--- src/rtl/sqw_pkg.sv ---
package sqw_pkg;
  localparam int unsigned MODE_W = 3;
  localparam logic [MODE_W-1:0] MODE_TOGGLE = 3'b111;
  localparam logic [1:0] DIR_OUT = 2'b00;

  typedef enum logic {
    ADDR_CTRL = 1'b0,
    ADDR_GPC  = 1'b1
  } reg_addr_e;
endpackage

--- src/rtl/sqw_regs.sv ---
module sqw_regs
  import sqw_pkg::*;
#(
  parameter int unsigned CNT_W  = 16,
  parameter int unsigned DATA_W = 32
) (
  input  logic              clk_i,
  input  logic              rst_ni,
  input  logic              wr_en_i,
  input  logic              wr_addr_i,
  input  logic [DATA_W-1:0] wr_data_i,
  input  logic              rd_addr_i,
  input  logic              level_i,
  output logic [CNT_W-1:0]  count_o,
  output logic [MODE_W-1:0] mode_o,
  output logic              diag_o,
  output logic              oe_o,
  output logic [1:0]        dir_o,
  output logic              ctrl_load_o,
  output logic [DATA_W-1:0] rd_data_o
);
  localparam int unsigned MODE_LSB  = CNT_W;
  localparam int unsigned DIAG_BIT  = CNT_W + MODE_W;
  localparam int unsigned LEVEL_BIT = DIAG_BIT + 1;

  logic gpc_load;

  assign ctrl_load_o = wr_en_i && (reg_addr_e'(wr_addr_i) == ADDR_CTRL);
  assign gpc_load    = wr_en_i && (reg_addr_e'(wr_addr_i) == ADDR_GPC);

  always_ff @(posedge clk_i or negedge rst_ni) begin
    if (!rst_ni) begin
      count_o <= '0;
      mode_o  <= '0;
      diag_o  <= 1'b0;
    end else if (ctrl_load_o) begin
      count_o <= wr_data_i[CNT_W-1:0];
      mode_o  <= wr_data_i[MODE_LSB +: MODE_W];
      diag_o  <= wr_data_i[DIAG_BIT];
    end
  end

  always_ff @(posedge clk_i or negedge rst_ni) begin
    if (!rst_ni) begin
      oe_o  <= 1'b0;
      dir_o <= '0;
    end else if (gpc_load) begin
      oe_o  <= wr_data_i[0];
      dir_o <= wr_data_i[2:1];
    end
  end

  always_comb begin
    rd_data_o = '0;
    if (reg_addr_e'(rd_addr_i) == ADDR_CTRL) begin
      rd_data_o[CNT_W-1:0]           = count_o;
      rd_data_o[MODE_LSB +: MODE_W]  = mode_o;
      rd_data_o[DIAG_BIT]            = diag_o;
      rd_data_o[LEVEL_BIT]           = level_i;
    end else begin
      rd_data_o[0]   = oe_o;
      rd_data_o[2:1] = dir_o;
    end
  end

  // a control write lands in the fields one edge later
  assert_ctrl_store_R2: assert property (@(posedge clk_i) disable iff (!rst_ni)
    ctrl_load_o |=> (count_o == $past(wr_data_i[CNT_W-1:0]))
                 && (mode_o == $past(wr_data_i[MODE_LSB +: MODE_W])));

  // a general-purpose word is untouched by control writes
  assert_gpc_hold_R7: assert property (@(posedge clk_i) disable iff (!rst_ni)
    !gpc_load |=> $stable(oe_o) && $stable(dir_o));
endmodule

--- src/rtl/sqw_tick.sv ---
module sqw_tick
  import sqw_pkg::*;
#(
  parameter int unsigned CNT_W = 16
) (
  input  logic              clk_i,
  input  logic              rst_ni,
  input  logic              load_i,
  input  logic [CNT_W-1:0]  count_i,
  input  logic [MODE_W-1:0] mode_i,
  output logic              level_o
);
  logic [CNT_W-1:0] tick_q;
  logic             toggle_en;
  logic             terminal;

  assign toggle_en = (mode_i == MODE_TOGGLE);
  assign terminal  = (tick_q == count_i);

  always_ff @(posedge clk_i or negedge rst_ni) begin
    if (!rst_ni) begin
      tick_q  <= '0;
      level_o <= 1'b0;
    end else if (load_i || !toggle_en) begin
      // write restarts the phase; non-toggle modes park low
      tick_q  <= '0;
      level_o <= 1'b0;
    end else if (terminal) begin
      tick_q  <= '0;
      level_o <= ~level_o;
    end else begin
      tick_q  <= tick_q + 1'b1;
    end
  end

  assert_reload_R5: assert property (@(posedge clk_i) disable iff (!rst_ni)
    load_i |=> (tick_q == '0) && !level_o);

  assert_hold_low_R6: assert property (@(posedge clk_i) disable iff (!rst_ni)
    !toggle_en |-> !level_o);

  assert_tick_bound_R3: assert property (@(posedge clk_i) disable iff (!rst_ni)
    toggle_en |-> tick_q <= count_i);

  assert_invert_R3: assert property (@(posedge clk_i) disable iff (!rst_ni)
    (toggle_en && terminal && !load_i) |=> level_o != $past(level_o));

  assert_steady_R3: assert property (@(posedge clk_i) disable iff (!rst_ni)
    (toggle_en && !terminal && !load_i) |=> $stable(level_o));
endmodule

--- src/rtl/sqw_pin.sv ---
module sqw_pin
  import sqw_pkg::*;
(
  input  logic       clk_i,
  input  logic       rst_ni,
  input  logic       level_i,
  input  logic       oe_i,
  input  logic [1:0] dir_i,
  output logic       pin_o,
  output logic       pin_oe_o
);
  assign pin_oe_o = oe_i && (dir_i == DIR_OUT);
  assign pin_o    = pin_oe_o && level_i;

  assert_pin_gate_R8: assert property (@(posedge clk_i) disable iff (!rst_ni)
    !pin_oe_o |-> !pin_o);

  assert_pin_follow_R8: assert property (@(posedge clk_i) disable iff (!rst_ni)
    pin_oe_o |-> pin_o == level_i);
endmodule

--- src/rtl/sqwave_gen.sv ---
module sqwave_gen
  import sqw_pkg::*;
#(
  parameter int unsigned CNT_W  = 16,
  parameter int unsigned DATA_W = 32
) (
  input  logic              clk_i,
  input  logic              rst_ni,
  input  logic              wr_en_i,
  input  logic              wr_addr_i,
  input  logic [DATA_W-1:0] wr_data_i,
  input  logic              rd_addr_i,
  output logic [DATA_W-1:0] rd_data_o,
  output logic              pin_o,
  output logic              pin_oe_o
);
  logic [CNT_W-1:0]  count;
  logic [MODE_W-1:0] mode;
  logic              diag;
  logic              oe;
  logic [1:0]        dir;
  logic              ctrl_load;
  logic              level;

  initial begin
    assert (CNT_W + MODE_W + 2 <= DATA_W)
      else $error("control word does not fit the data width");
  end

  sqw_regs #(.CNT_W(CNT_W), .DATA_W(DATA_W)) u_regs (
    .clk_i       (clk_i),
    .rst_ni      (rst_ni),
    .wr_en_i     (wr_en_i),
    .wr_addr_i   (wr_addr_i),
    .wr_data_i   (wr_data_i),
    .rd_addr_i   (rd_addr_i),
    .level_i     (level),
    .count_o     (count),
    .mode_o      (mode),
    .diag_o      (diag),
    .oe_o        (oe),
    .dir_o       (dir),
    .ctrl_load_o (ctrl_load),
    .rd_data_o   (rd_data_o)
  );

  sqw_tick #(.CNT_W(CNT_W)) u_tick (
    .clk_i   (clk_i),
    .rst_ni  (rst_ni),
    .load_i  (ctrl_load),
    .count_i (count),
    .mode_i  (mode),
    .level_o (level)
  );

  sqw_pin u_pin (
    .clk_i    (clk_i),
    .rst_ni   (rst_ni),
    .level_i  (level),
    .oe_i     (oe),
    .dir_i    (dir),
    .pin_o    (pin_o),
    .pin_oe_o (pin_oe_o)
  );

  // an all-zero control word brings the output to rest
  assert_zero_rest_R7: assert property (@(posedge clk_i) disable iff (!rst_ni)
    (ctrl_load && wr_data_i == '0) |=> !level && mode == '0 && count == '0);

  logic unused_diag;
  assign unused_diag = diag;
endmodule

--- config.mk ---
export PLATFORM = sky130hd
export DESIGN_NAME = sqwave_gen
export DESIGN_NICKNAME = d
export VERILOG_FILES = /design/src/rtl/sqw_pkg.sv /design/src/rtl/sqw_regs.sv /design/src/rtl/sqw_tick.sv /design/src/rtl/sqw_pin.sv /design/src/rtl/sqwave_gen.sv
export SDC_FILE = /design/constraint.sdc
export NUM_CORES = 1
export LEC_CHECK = 0
export ABC_AREA = 1
export BUFFER_PORTS_ARGS = -buffer_cell sky130_fd_sc_hd__buf_2
export CORE_UTILIZATION = 53
export CTS_BUF_LIST = sky130_fd_sc_hd__clkbuf_8
export DETAILED_ROUTE_END_ITERATION = 16
export PLACE_DENSITY_LB_ADDON = 0.2
export SYNTH_ARGS = -nofsm -noshare
export SYNTH_HDL_FRONTEND = slang
export SYNTH_SLANG_ARGS = --single-unit
--- constraint.sdc ---
create_clock -name clk_i -period 1.6 [get_ports clk_i]
set_input_delay 0.16 -clock clk_i [delete_from_list [all_inputs] [get_ports clk_i]]
set_output_delay 0.16 -clock clk_i [all_outputs]
set_load 0.02 [all_outputs]
==> results.md <==
- The worst-case vdd ir drop is around 0.7 mV.
- Summed over all layers, the routed wires come to approximately 4400 microns.
- The detail-routed via count per cell is around 4.7.
- Clock tree synthesis selected as its root buffer the cell sky130_fd_sc_hd__clkbuf_8.
- The area fraction in compound gates after synthesis is under 10%.
- STA classifies the critical path startpoint as a flip-flop.
- The final number of hold-violating endpoints is 0.
- The starting DRC count in detailed routing is 45.
- The wire-length estimate of the detail-placed layout is between 3000 and 4000 microns.
- The largest individual stage delay along the critical path comes from the cell sky130_fd_sc_hd__dfrtp_1.
- Post-CTS timing repair inserted 0 buffers for setup.
- The post-synthesis share of cell area spent on full adders, half adders and majority gates is less than 1%.
- In this run the register-to-register setup slack is about 0.16 ns.
- The congestion estimate from routability-driven global placement came to just under 0.8.
- The number of standard cells after synthesis is about 310.
- The clock transition at the registers of the reported paths is approximately 0.080 ns.
- In this run the static leakage power is about 1.3 nW.
- The die is about 67 microns wide.
- The total buffers and inverters traversed by the critical path is 1.
- The simple-gate share of the synthesized area is a little under a third.
- For this run, design rule violations remaining after detail routing come to 0.
- The endpoint arrival time on the critical path is approximately 1.6 ns.
- The delay of the slowest critical-path stage is 0.40 ns.
- The post-route cell area is 2650 sq um.
- The worst hold path was traced through 3 stages.
- 0 antenna diodes ended up in the layout.
- Pin placement for this block handled 71 I/O pins.
- In this run the power density over the cells is about 940 nW/um^2.
- The capture point of the worst reg-to-reg path is u_tick.tick_q[4].
- The final clock period utilization by the worst path is about 90%.
- For this run, the number of standard cells in the final layout without fillers is 415.
- The clock latency at the later pin of the worst-skew pair is about 0.29 ns.
- The type of the most critical hold path is primary input to flip-flop.
- Relative to the synthesized area, the layout overhead comes to 18.8%.
- Among cell families on the critical path, the largest total delay comes from simple AND/OR/NAND/NOR gates.
- The worst hold path terminates at u_regs.mode_o[2].
- The clock arrives with just under 0.006 ns of skew.
- The sequential fraction of the synthesis area is between 40% and 50%.
- The area of placed instances is 2490 sq um.
- The depth of the most critical reg-to-reg path is 9.
- Setup violations remaining at the end of the flow were counted as 0.
- The area enclosed by the die boundary is roughly 4500 sq um.
- The run finished with clean final reports.
- The clock period minus final worst setup slack is 1.44 ns.
- The pre-antenna-repair detailed-routing pass consisted of 4 iterations.
- For this run, the post-layout net count is between 400 and 500.
- The TritonCTS sink count is 40.
- TritonCTS built the clock tree.
- The region available for standard cell placement spans around 4000 sq um.
- After synthesis, the largest family of logic cells by area is simple AND/OR/NAND/NOR gates.
- The startpoint identified for the worst hold timing path is wr_data_i[18].
- Each instance of the synthesized netlist takes up on average roughly 7.1 sq um.
- For this run, the number of Yosys warnings is 0.
- The clock passes through at most 2 buffers.
- The fraction of synthesized cell area in xor and xnor cells is 5.11%.
- The number of buffers added by the clock tree synthesis step is 5.
- Buffers placed on the I/O ports in this run total 47.
- The total count of max-transition violations in the final report came to 0.
- The detailed router placed between 1,500 and 2,000 vias in this run.
- The proportion of register bits with asynchronous set or reset after synthesis is between 90% and 100%.
- The worst register-to-register path begins at u_tick.tick_q[9].
- The die span in y is roughly 67 microns.
- The prevailing post-synth register cell is sky130_fd_sc_hd__dfrtp_1.
- Setup slack on the critical path of the routed design comes to around 0.16 ns.
- The library cell occupying the most area in the post-synthesis netlist is sky130_fd_sc_hd__dfrtp_1.
- The post-placement setup slack is about 0.085 ns.
- The number of antenna violations at the first check in global routing was 0.
- The H-tree was split into 2 levels.
- The pin count of the biggest net entering global routing is 25.
- The via count of the first global-routing pass is approximately 1,800.
- The overall track demand over capacity in global routing is around a quarter.
- The share of cell area taken by muxes after synthesis is slightly above 1%.
- The starting density of the core is between 50% and 60%.
- The initialized floorplan defines 23 standard-cell rows.
- The maximum clock frequency is about 0.7 GHz.
- The synthesized netlist contains 22 unique library cells.
- The total overflow left after global routing is 0.
- Setup repair after global routing left no endpoint under its margin.
- The post-route netlist has between 10% and 20% of its cells at a drive strength greater than 1.
- Walking the worst path, the cells encountered are inv_1, nand2_1, nand2_1, nor2_1, nand2_1, nor2_1, nand2_2, nand2_8, nor2_1.
- The first global-routing pass estimated 7700 microns of wire.
- The synthesized design contains 0 enable-type register cells.
- In the final timing run, aggregate negative setup slack is 0 ns.
- In the post-synthesis netlist, the biggest area contributors are sky130_fd_sc_hd__dfrtp_1, sky130_fd_sc_hd__nand2_1, sky130_fd_sc_hd__nor2_1, sky130_fd_sc_hd__inv_1, sky130_fd_sc_hd__o21ai_0.
- sky130_fd_sc_hd__nand2_1 is the most common cell in the netlist.
- After synthesis the cells add up to roughly 2200 sq um.
- The logic depth of the worst setup path including buffers is 9.
- The tool flagged a number of max-cap violations equal to 0.
- In the synthesized netlist, the cells that appear most often are sky130_fd_sc_hd__nand2_1, sky130_fd_sc_hd__nor2_1, sky130_fd_sc_hd__dfrtp_1, sky130_fd_sc_hd__inv_1, sky130_fd_sc_hd__o21ai_0.
- The maximum fanout along the worst path is 13.
- At the worst endpoint, the required time is roughly 1.8 ns.
- Dividing the detail-routed wire length by the instance count gives about 11 microns.
- After detailed placement, the design holds a cell count of about 410.
- The setup path with the least slack is of type flip-flop to flip-flop.
- The share of synthesized area in the top cell type comes to 44.9%.
- STA classifies the critical path endpoint as a flip-flop.
- The detail route stage leaves a number of antenna-violating nets equal to 0.
- In this run, synthesis produced a sequential element count of 40.
[worst register-to-register path: cells and delay by family, from the launching register on]
kind                   cells  cell delay, ns
buffers and inverters      1            0.08
flip-flops                 1            0.40
AND/OR/NAND/NOR            8            0.83
[layout make-up]
cell class / instances / area (sq um)
Inverter: 42 / 158
Tap cell: 50 / 62.6
Clock buffer: 7 / 96.3
Fill cell: 355 / 1380
Timing Repair Buffer: 52 / 288
Multi-Input combinational cell: 223 / 1010
Sequential cell: 40 / 1000
Clock inverter: 1 / 30.0
[placed cells by master (no fill, tap or decap), types with 2 or more instances in the layout]
cell	instances
sky130_fd_sc_hd__inv_2	2
sky130_fd_sc_hd__buf_2	47
sky130_fd_sc_hd__nor2_2	4
sky130_fd_sc_hd__o21ai_0	23
sky130_fd_sc_hd__clkbuf_8	7
sky130_fd_sc_hd__conb_1	11
sky130_fd_sc_hd__mux2_2	2
sky130_fd_sc_hd__inv_1	40
sky130_fd_sc_hd__nor3_1	3
sky130_fd_sc_hd__nand2_1	100
sky130_fd_sc_hd__xor2_1	12
sky130_fd_sc_hd__dfrtp_1	39
sky130_fd_sc_hd__buf_4	3
sky130_fd_sc_hd__nor2_1	54
sky130_fd_sc_hd__nand3_1	6
[state kept, by name, indices dropped and copies added, names as in the netlist]
name,count
u_regs.count_o,16
u_regs.diag_o,1
u_regs.dir_o,2
u_regs.mode_o,3
u_regs.oe_o,1
u_tick.level_o,1
u_tick.tick_q,16
[worst max-delay path by stage]
stage / from / end / slack, ns
after floorplan: u_tick.tick_q[0] / u_tick.tick_q[10] / 0.30
after global placement: u_tick.tick_q[9] / u_tick.tick_q[1] / 0.11
after detailed placement: u_tick.tick_q[9] / u_tick.tick_q[10] / 0.09
after CTS: u_tick.tick_q[10] / u_tick.tick_q[4] / 0.07
after global routing: u_tick.tick_q[9] / u_tick.tick_q[4] / 0.003
final: u_tick.tick_q[9] / u_tick.tick_q[4] / 0.16
[cell families after synthesis]
logic type | after synthesis
flops | 40
xor+xnor | 13
other cells | 1
buf+inv | 60
mux | 2
compound gates | 24
simple gates | 172
fa+ha+maj | 1
[power breakdown]
| part | switching [W] | internal (W) |
|---|---|---|
| sequential | 0.0000415 | 0.00109 |
| combinational | 0.000294 | 0.000149 |
| clock | 0.000353 | 0.000550 |
| total | 0.000689 | 0.00179 |
[metal layers]
metal / GRT usage, % / vias up / wire length, microns
li1: - / 1018 / -
met1: 28.7 / 864 / 2100
met2: 39.6 / 43 / 2070
met3: 5.65 / 6 / 163
met4: 10.4 / 0 / 81
met5: 0 / - / 0
[through the flow]
step | total power, W | hold slack, ns | util (%)
after floorplan | 0.00145 | -0.136 | -
after global placement | 0.00157 | 0.136 | 61.8
after detailed placement | 0.00159 | 0.131 | 61.8
after CTS | 0.00250 | 0.0607 | 65.2
after global routing | 0.00262 | 0.0676 | 65.7
final | 0.00248 | 0.0662 | 65.7
[what timing repair did]
| item | CTS | global route |
|---|---|---|
| hold endpoints to repair | 18 | 0 |
| setup endpoints to repair | 0 | 13 |
| gates resized for setup | 0 | 4 |
| hold buffers | 1 | 0 |
Power figures use the tool's default switching activity.
